File: src/rtl/pcx_pkg.sv
package pcx_pkg;

  typedef enum logic [1:0] {
    MODE_CARRY = 2'd0,
    MODE_ANDP  = 2'd1,
    MODE_ORP   = 2'd2,
    MODE_NONE  = 2'd3
  } win_mode_e;

  typedef enum logic [2:0] {
    CMP_EQ  = 3'd0,
    CMP_NE  = 3'd1,
    CMP_LT  = 3'd2,
    CMP_LTU = 3'd3,
    CMP_GE  = 3'd4,
    CMP_GEU = 3'd5,
    CMP_ANY = 3'd6,
    CMP_PIN = 3'd7
  } cmp_op_e;

endpackage

File: src/rtl/pcx_compare.sv
module pcx_compare
  import pcx_pkg::*;
#(
  parameter int W    = 16,
  parameter int PINS = 4,
  localparam int SEL_W = $clog2(PINS)
) (
  input  logic [2:0]       op,
  input  logic [W-1:0]     b,
  input  logic [W-1:0]     c,
  input  logic [PINS-1:0]  pins,
  input  logic [SEL_W-1:0] sel,
  output logic             result
);

  logic eq, lt_s, lt_u, any_bit;

  assign eq      = (b == c);
  assign lt_s    = ($signed(b) < $signed(c));
  assign lt_u    = (b < c);
  assign any_bit = |(b & c);

  always_comb begin
    unique case (cmp_op_e'(op))
      CMP_EQ:  result = eq;
      CMP_NE:  result = ~eq;
      CMP_LT:  result = lt_s;
      CMP_LTU: result = lt_u;
      CMP_GE:  result = ~lt_s;
      CMP_GEU: result = ~lt_u;
      CMP_ANY: result = any_bit;
      default: result = pins[sel];
    endcase
  end

endmodule

File: src/rtl/pcx_cond_track.sv
module pcx_cond_track #(
  parameter int MASK_W = 8,
  parameter int LEN_W  = 4
) (
  input  logic              clk,
  input  logic              rst_n,
  input  logic              adv,
  input  logic              load_en,
  input  logic [MASK_W-1:0] load_mask,
  input  logic [LEN_W-1:0]  load_len,
  input  logic              arm_en,
  output logic              head_bit,
  output logic              active
);

  localparam logic [LEN_W-1:0] MAX_LEN = LEN_W'(MASK_W);
  localparam logic [LEN_W-1:0] ONE_LEN = LEN_W'(1);

  logic [MASK_W-1:0] mask_q, mask_d;
  logic [LEN_W-1:0]  len_q, len_d;

  assign active   = (len_q != '0);
  assign head_bit = mask_q[0];

  always_comb begin
    mask_d = mask_q;
    len_d  = len_q;
    if (load_en) begin
      mask_d = load_mask;
      len_d  = (load_len > MAX_LEN) ? MAX_LEN : load_len;
    end else if (arm_en) begin
      mask_d = MASK_W'(1);
      len_d  = ONE_LEN;
    end else if (active) begin
      mask_d = {1'b0, mask_q[MASK_W-1:1]};
      len_d  = len_q - ONE_LEN;
    end
  end

  always_ff @(posedge clk or negedge rst_n) begin
    if (!rst_n) begin
      mask_q <= '0;
      len_q  <= '0;
    end else if (adv) begin
      mask_q <= mask_d;
      len_q  <= len_d;
    end
  end

endmodule

File: src/rtl/pcx_count_track.sv
module pcx_count_track
  import pcx_pkg::*;
#(
  parameter int LEN_W = 4
) (
  input  logic             clk,
  input  logic             rst_n,
  input  logic             adv,
  input  logic             load_en,
  input  logic [1:0]       load_mode,
  input  logic [LEN_W-1:0] load_len,
  output win_mode_e        mode,
  output logic             active
);

  localparam logic [LEN_W-1:0] ONE_LEN = LEN_W'(1);

  win_mode_e        mode_q, mode_d;
  logic [LEN_W-1:0] len_q, len_d;

  assign active = (len_q != '0);
  assign mode   = mode_q;

  always_comb begin
    mode_d = mode_q;
    len_d  = len_q;
    if (load_en) begin
      mode_d = win_mode_e'(load_mode);
      len_d  = load_len;
    end else if (active) begin
      len_d  = len_q - ONE_LEN;
    end
  end

  always_ff @(posedge clk or negedge rst_n) begin
    if (!rst_n) begin
      mode_q <= MODE_NONE;
      len_q  <= '0;
    end else if (adv) begin
      mode_q <= mode_d;
      len_q  <= len_d;
    end
  end

endmodule

File: src/rtl/pcx_unit.sv
module pcx_unit
  import pcx_pkg::*;
#(
  parameter int W      = 16,
  parameter int PINS   = 4,
  parameter int MASK_W = 8,
  parameter int LEN_W  = 4,
  localparam int SEL_W = $clog2(PINS)
) (
  input  logic              clk,
  input  logic              rst_n,
  input  logic              retire,
  input  logic              cmp_valid,
  input  logic [2:0]        cmp_op,
  input  logic              cmp_xform,
  input  logic [W-1:0]      opnd_b,
  input  logic [W-1:0]      opnd_c,
  input  logic [PINS-1:0]   pin_in,
  input  logic [SEL_W-1:0]  pin_sel,
  input  logic              cex_valid,
  input  logic [MASK_W-1:0] cex_mask,
  input  logic [LEN_W-1:0]  cex_len,
  input  logic              cnt_valid,
  input  logic [1:0]        cnt_mode,
  input  logic [LEN_W-1:0]  cnt_len,
  input  logic              putp_valid,
  input  logic              putp_bit,
  output logic              pred_o,
  output logic              skip_o,
  output logic              carry_en_o
);

  logic      p_q, p_d;
  logic      cmp_res;
  logic      exec_en;
  logic      cond_head, cond_active;
  win_mode_e win_mode;
  logic      win_active;

  pcx_compare #(.W(W), .PINS(PINS)) u_cmp (
    .op     (cmp_op),
    .b      (opnd_b),
    .c      (opnd_c),
    .pins   (pin_in),
    .sel    (pin_sel),
    .result (cmp_res)
  );

  pcx_cond_track #(.MASK_W(MASK_W), .LEN_W(LEN_W)) u_cond (
    .clk       (clk),
    .rst_n     (rst_n),
    .adv       (retire),
    .load_en   (exec_en & cex_valid),
    .load_mask (cex_mask),
    .load_len  (cex_len),
    .arm_en    (exec_en & cmp_valid & cmp_xform),
    .head_bit  (cond_head),
    .active    (cond_active)
  );

  pcx_count_track #(.LEN_W(LEN_W)) u_count (
    .clk       (clk),
    .rst_n     (rst_n),
    .adv       (retire),
    .load_en   (exec_en & cnt_valid),
    .load_mode (cnt_mode),
    .load_len  (cnt_len),
    .mode      (win_mode),
    .active    (win_active)
  );

  assign skip_o     = cond_active & (cond_head != p_q);
  assign exec_en    = retire & ~skip_o;
  assign carry_en_o = win_active & (win_mode == MODE_CARRY);
  assign pred_o     = p_q;

  always_comb begin
    p_d = p_q;
    if (cmp_valid) begin
      if (win_active && win_mode == MODE_ANDP)     p_d = p_q & cmp_res;
      else if (win_active && win_mode == MODE_ORP) p_d = p_q | cmp_res;
      else                                          p_d = cmp_res;
    end else if (putp_valid) begin
      p_d = putp_bit;
    end
  end

  always_ff @(posedge clk or negedge rst_n) begin
    if (!rst_n)       p_q <= 1'b0;
    else if (exec_en) p_q <= p_d;
  end

endmodule

File: config.mk
export PLATFORM = sky130hd
export DESIGN_NAME = pcx_unit
export DESIGN_NICKNAME = d
export VERILOG_FILES = /design/src/rtl/pcx_pkg.sv /design/src/rtl/pcx_compare.sv /design/src/rtl/pcx_cond_track.sv /design/src/rtl/pcx_count_track.sv /design/src/rtl/pcx_unit.sv
export SDC_FILE = /design/constraint.sdc
export NUM_CORES = 1
export LEC_CHECK = 0
export ABC_AREA = 1
export BUFFER_PORTS_ARGS = -buffer_cell sky130_fd_sc_hd__buf_2
export CAP_MARGIN = 20
export CORE_MARGIN = 2
export CORE_UTILIZATION = 51
export DETAILED_ROUTE_END_ITERATION = 12
export PLACE_DENSITY = 0.81
export SLEW_MARGIN = 20
export SYNTH_ARGS = -nofsm -noshare
export SYNTH_HDL_FRONTEND = slang
export SYNTH_HIERARCHICAL = 1
export SYNTH_SLANG_ARGS = --single-unit
export TNS_END_PERCENT = 30
File: constraint.sdc
create_clock -name clk -period 1.95 [get_ports clk]
set_input_delay 0.39 -clock clk [delete_from_list [all_inputs] [get_ports clk]]
set_output_delay 0.39 -clock clk [all_outputs]
set_load 0.1 [all_outputs]
==> flow_summary_export.csv <==
group,metric,value,unit
power_and_ir_drop,seq_power_share,27.1,%
clocking,cts.sinks,19,
route,post-route-drc-count,0,
clocking,clk_path_buf_depth,2,
synthesis,yosysMostFrequentCell,"nand2_1",
timing,maxSlewViolCount,0,
route,drt_iter0_drc,95,
power_and_ir_drop,swShare,48.4,%
timing,fin_crit,1.89,ns
cells_and_area,drive_gt1_share,35.5,%
worst_setup_path,cp.arrival,2.04,ns
route,routed.top_layer,"met4",
worst_setup_path,cp-end-kind,"flop",
job,cap_violations,0,
global_route,antenna_found_initial,0,
route,wl_met1,2080,um
timing,rsz0062_at_grt,"yes",
worst_setup_path,r2r_setup_slack,0.17,ns
worst_setup_path,crit_path_start_kind,"input pin",
clocking,cts-root-buf,"clkbuf_8",
floorplanning,rows,23,
power_and_ir_drop,comb_power_share,62.6,%
global_route,grt_usage,21.8,%
floorplanning,dieArea,4610,um2
status,run_status,"finished clean",
synthesis,synth-edff-count,0,
timing,fmax,529,MHz
global_route,grt_overflow_total,0,
floorplanning,core,3970,um2
floorplanning,ios,71,
synthesis,netlist_instances,306,
cells_and_area,area_growth,37.0,%
synthesis,yosysTopAreaCell,"ha_1",
route,post_drt_wl_per_cell,10.9,um
power_and_ir_drop,switchingPower,1.29,mW
route,via_count,2233,
route,dr_wl_met3,279,um
synthesis,synth_cell_types,28,
timing,clock_skew,0.00106,ns
synthesis,syn_area,2080,um2
synthesis,syn_avg_cell_area,6.81,um2
clocking,cts_hold_buf,0,
worst_setup_path,crit_path_max_fanout,2,
power_and_ir_drop,leakagePower,1.64,nW
timing,setup_viol,0,
route,firstDrtPassIters,4,
cells_and_area,finalNetCount,513,
floorplanning,die_width,67.9,um
power_and_ir_drop,vdd_drop_max,621,uV
worst_setup_path,required,2.10,ns
synthesis,syn-num-nets,410,
synthesis,ys_top_cells_by_area,"ha_1 22%, dfrtp_1 20%, nand2_1 15%, inv_1 8.8%, nor2_1 6.1%",
clocking,cts_buffers,3,
timing,relSlewSlack,68.1,%
global_route,grt_pass1_vias,1975,
cells_and_area,utilization,71.9,%
clocking,cts_tree,"done",
power_and_ir_drop,p_clk_share,10.3,%
route,ant_nets,0,
synthesis,synth_seq_area_share,22.9,%
worst_setup_path,r2r-end,"u_cond/len_q[3]",
global_route,grt_start_max_net_pins,20,
worst_setup_path,path_class,"input pin to flop",
timing,tightest_slew,0.482,ns
synthesis,synth.top_cell.area_share,21.6,%
placed_design,dp_hpwl,4020,um
placed_design,port_buffers,70,
floorplanning,die_y,67.9,um
clocking,clock_latency,0.25,ns
power_and_ir_drop,intPower,1.38,mW
route,vias_per_cell,4.88,
cells_and_area,diodes,0,
timing,finalHoldViolCount,0,
synthesis,synthArstFlopShare,100,%
route,wl_met2,2600,um
timing,finalSetupTns,0,ns
clocking,cts_max_level,1,
global_route,grt_pass1_wl,7920,um
timing,fin_crit_sh,96.9,%
worst_hold_path,hold_path.class,"input pin to asynchronous set/reset pin",
synthesis,yosysWarnings,6,
worst_setup_path,reg2reg_from,"u_cond/len_q[1]",
clocking,path_clk_slew,0.07,ns
floorplanning,start_util,52.5,%
synthesis,synth_flop_cell,"dfrtp_1",
route,routed_wl,4970,um
synthesis,ys_ff_latch,19,
synthesis,netlist_top_cells_count,"81 x nand2_1, 49 x inv_1, 36 x ha_1",
timing,whs,0.0629,ns
worst_setup_path,r2r_cells,12,
power_and_ir_drop,p_per_area,934,nW/um2
placed_design,gp_congestion,0.783,
[sequential cells by signal, summed over array words and instances, names as in the netlist]
register       count
u_cond/mask_q      8
u_cond/len_q       4
u_count/len_q      4
u_count/mode       2
pred_o             1
[kinds of logic (layout without fill, tap and decap cells)]
group	Yosys count	count (layout)	synth area share, %
flops	19	19	22.9
compound gates	38	38	10.6
simple gates	158	158	33.7
fa+ha+maj	36	36	21.6
mux	2	2	1.08
buf+inv	53	155	10.1
[placed cells by master (no fill, tap or decap), drive strengths merged]
cell	netlist	layout
a21o	1	1
a21oi	12	12
buf	2	100
clkbuf	0	3
clkinv	0	1
dfrtp	17	17
dfstp	2	2
ha	36	36
inv	51	51
mux2	2	2
nand2	88	88
nand3	25	25
nand4	2	2
nor2	39	39
nor3	3	3
o21ai	23	23
o22ai	1	1
o32ai	1	1
or2	1	1
[what timing repair did]
| action | 4_1_cts | 5_1_grt |
|---|---|---|
| setup endpoints to repair | 0 | 12 |
| gates resized for setup | 0 | 15 |
| buffers inserted | 0 | 1 |
| hold endpoints to repair | 0 | 0 |
[layer usage]
metal / vias up / global-route usage (%)
met5: - / 0
met4: 0 / 3.00
met3: 2 / 3.78
met2: 58 / 40.7
met1: 1001 / 26.6
li1: 1172 / -
[layout make-up]
| type | count | area (um2) |
|---|---|---|
| sequential | 19 | 479 |
| fill | 330 | 1110 |
| inverter | 51 | 196 |
| multi-input combinational | 234 | 1470 |
| tap | 50 | 62.6 |
| clock buffer | 3 | 41.3 |
| clock inverter | 1 | 5.00 |
| timing repair buffer | 100 | 606 |
[worst max-delay path, stage by stage]
cell     delay (ns)
buf_2          0.09
inv_1          0.04
ha_1           0.30
nand2_2        0.08
nor2_4         0.11
nand2_2        0.08
nor2_4         0.12
nand3_1        0.07
a21oi_1        0.14
nand2_1        0.06
nor2_1         0.08
nand4_1        0.12
inv_1          0.09
a21oi_2        0.05
nand2_1        0.06
nand2_1        0.05
nand2_1        0.05
nand2_1        0.04
[how the worst max path moves through the flow]
stage / from / end / slack (ns)
after detailed placement: opnd_c[15] / pred_o / -0.22
after CTS: opnd_c[15] / pred_o / 0.05
after floorplan: pred_o / skip_o / -0.006
after global placement: opnd_c[15] / pred_o / -0.10
after global routing: opnd_c[9] / pred_o / -0.06
final: opnd_c[13] / pred_o / 0.06
[power groups by stage]
stage	logic (mW)	registers, mW	clock network, mW
final	1.67	0.723	0.275
after global routing	1.87	0.749	0.298
after CTS	1.64	0.720	0.282
after detailed placement	1.64	0.726	0
after global placement	1.58	0.716	0
after floorplan	1.10	0.755	0
[per-stage QoR]
stage	cells	worst slack (ns)	area [um2]	power (mW)
floorplan	306	-0.00563	2090	1.85
global placement	453	-0.101	2740	2.30
detailed placement	453	-0.219	2740	2.37
CTS	457	0.0527	2780	2.65
global route	458	-0.0572	2860	2.92
finish	458	0.0610	2860	2.67
(Power assumes the default switching activity.)
